**config.mk**
```make
export PLATFORM = sky130hd
export DESIGN_NAME = lvl_irq_ctrl
export DESIGN_NICKNAME = d
export VERILOG_FILES = /design/src/rtl/lic_pkg.sv /design/src/rtl/lic_regs.sv /design/src/rtl/lic_src.sv /design/src/rtl/lic_route.sv /design/src/rtl/lvl_irq_ctrl.sv
export SDC_FILE = /design/constraint.sdc
export NUM_CORES = 1
export LEC_CHECK = 0
export ABC_CLOCK_PERIOD_IN_PS = 1400
export BUFFER_PORTS_ARGS = -buffer_cell sky130_fd_sc_hd__buf_2
export CAP_MARGIN = 20
export CORE_MARGIN = 2
export CORE_UTILIZATION = 48
export CTS_CLUSTER_DIAMETER = 60
export DETAILED_ROUTE_END_ITERATION = 16
export PLACE_DENSITY = 0.77
export SKIP_CTS_REPAIR_TIMING = 1
export SYNTH_ARGS = -nofsm -noshare
export SYNTH_HDL_FRONTEND = slang
export SYNTH_HIERARCHICAL = 1
export SYNTH_SLANG_ARGS = --single-unit
export TNS_END_PERCENT = 5
```
**constraint.sdc**
```tcl
create_clock -name clk -period 1.4 [get_ports clk]
set_clock_uncertainty 0.05 [all_clocks]
set_input_delay 0.14 -clock clk [delete_from_list [all_inputs] [get_ports clk]]
set_output_delay 0.14 -clock clk [all_outputs]
set_load 0.005 [all_outputs]
```
**src/rtl/lic_pkg.sv**
```systemverilog
// Package: shared sizes and register offsets of the level interrupt combiner.
// Assumes byte offsets on an 8-bit address and a 32-bit data bus.
package lic_pkg;
    localparam int N_SRC  = 10;
    localparam int DATA_W = 32;
    localparam int ADDR_W = 8;

    localparam logic [ADDR_W-1:0] OFF_STATUS = 8'h00;
    localparam logic [ADDR_W-1:0] OFF_SET    = 8'h08;
    localparam logic [ADDR_W-1:0] OFF_CLR    = 8'h0C;
    localparam logic [ADDR_W-1:0] OFF_ROUTE  = 8'h14;
    localparam logic [ADDR_W-1:0] OFF_POL    = 8'h18;
    localparam logic [ADDR_W-1:0] OFF_TVAL   = 8'h24;
    localparam logic [ADDR_W-1:0] OFF_TSEL   = 8'h28;
endpackage

```
**src/rtl/lic_regs.sv**
```systemverilog
// Module: configuration storage of the combiner.
// Holds the enable mask, which changes only through the set and clear
// strobe offsets, plus the route, polarity, test value and test select.
// Assumes at most one write per cycle. Upper write data bits are dropped.
module lic_regs
    import lic_pkg::*;
#(
    parameter int N  = N_SRC,
    parameter int DW = DATA_W,
    parameter int AW = ADDR_W
) (
    input  logic          clk,
    input  logic          rst_n,
    input  logic          wr_en,
    input  logic [AW-1:0] addr,
    input  logic [DW-1:0] wdata,
    output logic [N-1:0]  en_q,
    output logic [N-1:0]  route_q,
    output logic [N-1:0]  pol_q,
    output logic [N-1:0]  tval_q,
    output logic [N-1:0]  tsel_q
);
    logic [N-1:0] wbits;
    assign wbits = wdata[N-1:0];

    // Enable mask: set strobe ORs bits in, clear strobe removes them.
    always_ff @(posedge clk) begin
        if (!rst_n) begin
            en_q <= '0;
        end else if (wr_en && addr == OFF_SET) begin
            en_q <= en_q | wbits;
        end else if (wr_en && addr == OFF_CLR) begin
            en_q <= en_q & ~wbits;
        end
    end

    // Plain configuration registers written in full at their own offsets.
    always_ff @(posedge clk) begin
        if (!rst_n) begin
            route_q <= '0;
            pol_q   <= '0;
            tval_q  <= '0;
            tsel_q  <= '0;
        end else if (wr_en) begin
            case (addr)
                OFF_ROUTE: route_q <= wbits;
                OFF_POL:   pol_q   <= wbits;
                OFF_TVAL:  tval_q  <= wbits;
                OFF_TSEL:  tsel_q  <= wbits;
                default: ;
            endcase
        end
    end

    AST_SET_KEEPS: assert property (@(posedge clk) disable iff (!rst_n)
        (wr_en && addr == OFF_SET) |=>
            ((en_q & ~$past(wbits)) == ($past(en_q) & ~$past(wbits)))
            && ((en_q & $past(wbits)) == $past(wbits)));
    AST_CLR_KEEPS: assert property (@(posedge clk) disable iff (!rst_n)
        (wr_en && addr == OFF_CLR) |=>
            ((en_q & ~$past(wbits)) == ($past(en_q) & ~$past(wbits)))
            && ((en_q & $past(wbits)) == '0));
    AST_MASK_HOLD: assert property (@(posedge clk) disable iff (!rst_n)
        !wr_en |=> $stable(en_q));
    AST_UPPER_DROPPED: assert property (@(posedge clk) disable iff (!rst_n)
        (wr_en && addr == OFF_ROUTE && (|wdata[DW-1:N])) |=>
            (route_q == $past(wbits)));
endmodule

```
**src/rtl/lic_src.sv**
```systemverilog
// Module: per-source conditioning.
// For each source, picks either the test value or the pin after its
// polarity, then qualifies the result with the enable bit. Purely
// combinational, so a pending bit follows its input level directly.
module lic_src
    import lic_pkg::*;
#(
    parameter int N = N_SRC
) (
    input  logic [N-1:0] pin,
    input  logic [N-1:0] pol,
    input  logic [N-1:0] tval,
    input  logic [N-1:0] tsel,
    input  logic [N-1:0] en,
    output logic [N-1:0] pend
);
    for (genvar i = 0; i < N; i++) begin : g_src
        logic active;
        // Source i: test override or polarity-corrected pin.
        assign active  = tsel[i] ? tval[i] : (pin[i] ^ pol[i]);
        assign pend[i] = active & en[i];
    end
endmodule

```
**src/rtl/lic_route.sv**
```systemverilog
// Module: request output stage.
// ORs the pending sources routed to each output and registers both
// results, which gives one clock of latency from pending to request.
module lic_route
    import lic_pkg::*;
#(
    parameter int N = N_SRC
) (
    input  logic         clk,
    input  logic         rst_n,
    input  logic [N-1:0] pend,
    input  logic [N-1:0] route,
    output logic         irq_norm,
    output logic         irq_fast
);
    logic [N-1:0] to_norm;
    logic [N-1:0] to_fast;
    assign to_norm = pend & ~route;
    assign to_fast = pend & route;

    // Register the two OR reductions.
    always_ff @(posedge clk) begin
        if (!rst_n) begin
            irq_norm <= 1'b0;
            irq_fast <= 1'b0;
        end else begin
            irq_norm <= |to_norm;
            irq_fast <= |to_fast;
        end
    end
endmodule

```
**src/rtl/lvl_irq_ctrl.sv**
```systemverilog
// Module: top of the level interrupt combiner.
// Connects register storage, source conditioning and the output stage,
// and provides the combinational read port. Assumes a single-master
// register bus that reads without side effects.
module lvl_irq_ctrl
    import lic_pkg::*;
#(
    parameter int N  = N_SRC,
    parameter int DW = DATA_W,
    parameter int AW = ADDR_W
) (
    input  logic          clk,
    input  logic          rst_n,
    input  logic [AW-1:0] bus_addr,
    input  logic          bus_we,
    input  logic [DW-1:0] bus_wdata,
    output logic [DW-1:0] bus_rdata,
    input  logic [N-1:0]  src_in,
    output logic          irq_norm_o,
    output logic          irq_fast_o
);
    localparam int PAD = DW - N;

    logic [N-1:0] en_q, route_q, pol_q, tval_q, tsel_q, pend;
    logic [N-1:0] rd_sel;

    lic_regs #(.N(N), .DW(DW), .AW(AW)) regs_i (
        .clk(clk), .rst_n(rst_n), .wr_en(bus_we), .addr(bus_addr),
        .wdata(bus_wdata), .en_q(en_q), .route_q(route_q), .pol_q(pol_q),
        .tval_q(tval_q), .tsel_q(tsel_q)
    );

    lic_src #(.N(N)) src_i (
        .pin(src_in), .pol(pol_q), .tval(tval_q), .tsel(tsel_q),
        .en(en_q), .pend(pend)
    );

    lic_route #(.N(N)) route_i (
        .clk(clk), .rst_n(rst_n), .pend(pend), .route(route_q),
        .irq_norm(irq_norm_o), .irq_fast(irq_fast_o)
    );

    // Read mux: pick the addressed value, unmapped offsets give zero.
    always_comb begin
        case (bus_addr)
            OFF_STATUS:       rd_sel = pend;
            OFF_SET, OFF_CLR: rd_sel = en_q;
            OFF_ROUTE:        rd_sel = route_q;
            OFF_POL:          rd_sel = pol_q;
            OFF_TVAL:         rd_sel = tval_q;
            OFF_TSEL:         rd_sel = tsel_q;
            default:          rd_sel = '0;
        endcase
    end
    assign bus_rdata = {{PAD{1'b0}}, rd_sel};

    // Pending sources never show outside the enable mask.
    always_comb begin
        AST_STATUS_MASKED: assert ((pend & ~en_q) == '0);
    end

    AST_NORM_CAUSE: assert property (@(posedge clk) disable iff (!rst_n)
        irq_norm_o |-> $past(|(pend & ~route_q)));
    AST_FAST_IDLE: assert property (@(posedge clk) disable iff (!rst_n)
        $past(route_q == '0) |-> !irq_fast_o);
    AST_FAST_CAUSE: assert property (@(posedge clk) disable iff (!rst_n)
        irq_fast_o |-> $past(|(pend & route_q)));
endmodule

```
==> Yosys cells after proc, flatten, opt, wreduce, memory -nomap -nowiden <==
Cells that the tools add are included.
{ "totals": {"regBits": 52, "latch_bits": 0, "ram_bits": 0, "romBits": 0, "output_inout_bits": 34, "memories": 0} }
{ "classes": {"add_sub_neg": 0, "multipliers": 0, "div_mod_pow": 0, "n_lt_le_gt_ge": 0, "n_eq_ne": 6, "n_shift": 0, "n_mux": 13, "bitwise_logic": 26, "n_reduce_logical": 11} }
{ "ops": {"columns": ["op", "n"], "rows": [
  ["10-bit case mux with 6 select lines", 1],
  ["10-bit AND", 3],
  ["10-bit 2-to-1 mux", 2],
  ["10-bit NOT", 2],
  ["10-bit OR reduction", 2],
  ["8-bit by 4-bit == test with 1-bit output (second input constant)", 2],
  ["8-bit by 5-bit == test with 1-bit output (second input constant)", 2],
  ["8-bit by 6-bit == test with 1-bit output (second input constant)", 2],
  ["1-bit AND", 10],
  ["1-bit 2-to-1 mux", 10],
  ["10-bit bitwise OR", 1],
  ["1-bit bitwise XOR", 10],
  ["8-bit zero test", 1],
  ["2-bit AND reduction", 4],
  ["1-bit logical AND", 2],
  ["2-bit nonzero test", 1],
  ["2-bit OR reduction", 1]
]} }

==> Depth between registers and ports, before layout <==
{ "depth": {"ltp_word": 5, "ltp_mapped": 5, "depth_no_buf": 5} }

==> Hierarchy <==
The synthesis kept the hierarchy.
{ "modules_own_cells": {"columns": ["module", "n_inst", "cells_each", "area_each_um2"], "rows": [
  ["lic_regs", 1, 194, 2013.2],
  ["lvl_irq_ctrl", 1, 88, 694.4],
  ["lic_src", 1, 30, 250.2],
  ["lic_route", 1, 24, 177.7]
]} }

==> Worst setup path before layout <==
OpenSTA, ideal clock, no wires.
{ "synth_timing": {"path_type": "register to register", "startpoint": "reg regs_i.pol_q[2]", "endpoint": "reg route_i.irq_norm", "setup_time_ns": 0.125, "arrival_time_ns": 1.204, "path_slack_ns": 0.021, "path_stages_with_launch": 6, "n_path_buf": 0, "path_cell_list": "dfxtp_1 -> xor2_1 -> o211a_1 -> or2b_1 -> o2111ai_1 -> o41a_1"} }
{ "synth_via": {"elab_chain_cells": 5} }
{ "synth_lines": {"columns": ["element", "line", "source"], "rows": [
  ["start, declared", "lic_regs.sv:19", "output logic [N-1:0] pol_q,"],
  ["start signal, assigned", "lic_regs.sv:47", "OFF_POL: pol_q <= wbits;"],
  ["1-bit bitwise XOR", "lic_src.sv:20", "assign active = tsel[i] ? tval[i] : (pin[i] ^ pol[i]);"],
  ["1-bit 2-to-1 mux", "lic_src.sv:20", null],
  ["1-bit AND", "lic_src.sv:21", "assign pend[i] = active & en[i];"],
  ["via pend[2]", "lvl_irq_ctrl.sv:24", "logic [N-1:0] en_q, route_q, pol_q, tval_q, tsel_q, pend;"],
  ["10-bit AND", "lic_route.sv:18", "assign to_norm = pend & ~route;"],
  ["10-bit OR reduction", "lic_route.sv:27", "irq_norm <= |to_norm;"],
  ["end signal, assigned", "lic_route.sv:27", null],
  ["end, declared", "lic_route.sv:13", "output logic irq_norm,"]
]} }
The timed path passes the listed nets, and every way through them passes these cells.
A chain may end at the register's enable or synchronous reset.

==> Worst setup path in the final report <==
{ "layout_timing": {"startpoint": "reg regs_i.pol_q[3]", "endpoint": "out bus_rdata[3]"} }
{ "layout_via": {"elab_chain_cells": 4} }
{ "layout_lines": {"columns": ["element", "line", "source"], "rows": [
  ["1-bit bitwise XOR", "lic_src.sv:20", null],
  ["1-bit 2-to-1 mux", "lic_src.sv:20", null],
  ["1-bit AND", "lic_src.sv:21", null],
  ["via pend[3]", "lvl_irq_ctrl.sv:24", null],
  ["10-bit case mux with 6 select lines", "lvl_irq_ctrl.sv:45", "case (bus_addr)"],
  ["end, declared", "lvl_irq_ctrl.sv:17", "output logic [DW-1:0] bus_rdata,"]
]} }
The timed path passes the listed nets, and every way through them passes these cells.

==> impl.org <==
** Outcome
- The flow ran to the end, but the final reports show violations.
- Failing checks :: negative setup slack

** CTS
- Clk pin slew, worst setup/hold paths :: 0.10 ns
- TritonCTS built the clock tree.
- Number of buffers inserted during clock tree synthesis :: 5
- Clock latency on the worst-skew pair, taken at its later pin, is 0.31 ns.
- Counting every sink on the clock net gives 52.
- The cell sitting at the root of the clock tree is a clkbuf_8.
- In this run the deepest clock path goes through 2 buffers.
- Deepest level of the CTS H-tree :: 2

** Cells and area
- Number of antenna cells inserted :: 0
- Post-layout nets :: 469
- In the final layout, the share of cells above drive strength 1 is 0.2854.
- After routing the design area is 3835 um^2.
- The area growth from synthesis to layout is 22.31%.

** Power
- Worst VDD drop :: 0.6127 mV
- The internal portion of the total power is 2484 uW.
- Fraction of power consumed by the clock network :: 0.443
- In this run the static leakage power is 0.001971 uW.
- Part of the total power dissipated in combinational logic :: 0.090
- The share of total power dissipated in sequential elements is 0.468.
- Net Switching :: 682.8 uW
- Total power density per cell area :: 825.8 nW/um^2
- Switching power share of the total :: 0.2156

** Hold path
- The path class of the tightest hold or removal check is in -> reg.

** Floorplan
- Std cell rows :: 29
- Measured along the x axis, the die boundary spans 84.82 um.
- In this run the vertical extent of the chip is 84.82 um.
- I/O pins :: 87
- For this configuration, the core starts out at a cell density of 0.4938.
- After floorplanning, the core was sized to cover 6350 um^2.
- DIE AREA :: 7194 um^2

** Critical path
- STA classifies the critical path endpoint as an output pin.
- Of all nets on the critical path, the largest fanout is 3.
- Walking the worst path, the cells encountered are xor2_1 -> o211a_1 -> a222oi_1 -> o21ai_1 -> buf_2.
- WP data required :: 1.21 ns
- Crit Path Class :: reg -> out
- Maximum single-stage delay on the critical path :: 0.33 ns
- Largest delay share family, worst path :: compound AO/OA/AOI/OAI gates
- For the worst setup path, the data arrival time is 1.64 ns.
- Highest-delay cell along the critical path :: dfxtp_1
- Element type at the critical path start :: register
- Buf+Inv Stages, Crit Path :: 1

** STA
- Upper clock frequency limit :: 0.5472 GHz
- Setup violations remaining at the end of the flow were counted as 12.
- The worst pin sits at a relative slew slack of 0.6232.
- Setup repair after global routing could not meet its margin everywhere.
- The number of hold-slack violations in the final timing report is 0.
- Worst hold margin :: 0.09202 ns
- Subtracting the final worst setup slack from the clock period gives 1.827 ns.
- The max-slew violation count was 0.
- Final critical-path share of the clock period :: 1.305
- Transition time at the pin with the least slew margin :: 0.5652 ns
- Post-route setup slack :: -0.4274 ns

** Global routing
- Number of global-route vias before repair :: 2738
- The first global-routing pass estimated 13.59 mm of wire.
- Initial antenna violation count :: 0
- For this run the aggregate overflow at the end of global routing stands at 0.
- For this run, the total global-route usage over all layers was measured as 0.2361.
- Maximum number of pins on one net before global-route repair :: 45

** Drt
- Via count :: 2868
- Count of antenna-violating nets left after detailed routing :: 0
- For this run, design rule violations remaining after detail routing come to 0.
- Aggregate routed wire length :: 8.554 mm
- The pre-antenna-repair detailed-routing pass consisted of 6 iterations.
- In this run, the number of DRC markers left after iteration 0 of detailed routing was 263.
- Via count normalized by instance count :: 5.806
- Average detailed-routed wire length per instance :: 17.32 um

** Place
- Summing all placed instances gives a cell area of 3623 um^2.
- The congestion estimate from routability-driven global placement came to 0.8721.
- Half-perimeter wire length of the detailed placement result :: 6.053 mm
- Port bufs :: 42

** Logic synthesis
- After synthesis the cells add up to 3136 um^2.
- Share of flip-flops with an asynchronous set or reset after synthesis :: 0
- Count of unique library cells instantiated by Yosys :: 42
- Largest cells by area after synthesis :: dfxtp_1, mux2i_1, nand2_1
- Flip-flop cell with the highest count after synthesis :: dfxtp_1
- After synthesis the netlist holds a flip-flop and latch count of 52.
- Yosys printed 6 warnings.
- Fraction of post-synthesis cell area in the top cell type by area :: 0.3320
- Sequential cell area fraction in the yosys report :: 0.3320
- Synthesized instance count :: 336
- Number of synthesized flops with an enable pin :: 0
- Each instance of the synthesized netlist takes up on average 9.332 um^2.
- The synthesized design spends more area on one cell type than any other, namely dfxtp_1.

** Job
- Number of maximum-capacitance violations :: 0
==> cell usage after synthesis (2+ instances only) <==
cell type	number
mux2i_1	50
nor2_1	2
nor4b_2	4
nand4b_1	12
dfxtp_1	52
a32oi_1	7
a22o_1	11
buf_4	22
inv_1	10
clkbuf_1	8
a31oi_1	3
o22ai_1	3
xor2_1	10
o21ai_1	7
a22oi_1	7
nor4b_4	2
nand3_1	5
o211a_1	10
a222oi_1	6
buf_6	8
a221oi_1	2
buf_2	2
nand2b_1	13
nand2_1	62
==> power by group through the flow <==
stage,combinational [uW],clock (uW),sequential (uW)
4_1_cts,276,1420,1480
3_3_place_gp,267,0,1520
5_1_grt,307,1470,1480
6_report,284,1400,1480
3_5_place_dp,273,0,1520
2_1_floorplan,169,0,1520
==> worst paths after layout <==
path / from / endpoint / slack, ns / cells after the start
setup / recovery: regs_i/pol_q[3] / bus_rdata[3] / -0.43 / 5
hold / removal: bus_wdata[0] / register / 0.09 / 3
hold reg to reg: regs_i/tval_q[5] / regs_i/tval_q[5] / 0.43 / 2
setup reg to reg: regs_i/pol_q[2] / route_i/irq_fast / -0.17 / 5
==> cell usage in the layout (no fill, tap or decap), drive strengths merged, types with 2 or more instances in the layout <==
cell type   n
a221oi      2
a222oi      6
a22o       11
a22oi       7
a31oi       3
a32oi       7
buf        92
bufinv      3
clkbuf      5
conb       22
dfxtp      52
inv        10
mux2i      50
nand2      62
nand2b     13
nand3       5
nand4b     12
nor2        4
nor3        2
nor3b       2
nor4b       6
o211a      10
o21ai       8
o22ai       3
xor2       10
==> worst reg2reg max path, stage by stage (launching register included) <==
cell and delay, ns:
dfxtp_1 0.33, xor2_1 0.16, o211a_1 0.25, a22o_1 0.24
a221oi_1 0.26, a31oi_1 0.16
==> layer usage <==
layer | wire length (um) | vias up | global-route usage
met5 | 0 | - | 0
met4 | 99 | 0 | 0.05772
met1 | 3717 | 1371 | 0.3135
li1 | - | 1343 | -
met2 | 4150 | 144 | 0.4044
met3 | 586 | 10 | 0.03696
==> through the flow <==
step	std cells	TNS, ns	util	power, uW	setup slack [ns]
finish	494	-3.881	0.6039	3167	-0.4274
global route	494	-4.861	0.6039	3256	-0.4989
CTS	492	-4.133	0.5957	3177	-0.4477
detailed placement	484	-8.047	0.5706	1789	-0.3336
global placement	484	-7.429	0.5706	1783	-0.2891
floorplan	357	0	-	1684	0.02074
==> area by class of cell <==
cell class,count,area (um^2)
multi-input cells,255,1872
flip-flops and latches,52,1044
well taps,77,96.34
clock buffers,5,68.82
repair buffers,92,626.9
inverters,10,37.54
clock inverters,3,90.09
fillers,547,2515
==> kinds of logic (layout without fill, tap and decap cells) <==
group                  after synthesis  count (layout)  synth area share
other                                1              22          0.001196
multiplexers                        50              50            0.1596
flip-flops                          52              52            0.3320
XOR/XNOR                            10              10           0.02793
AO/OA/AOI/OAI                       60              60            0.1580
AND/OR/NAND/NOR                    113             113            0.2151
buffers and inverters               50             110            0.1061
No activity file was read; power rests on OpenSTA's default activity.
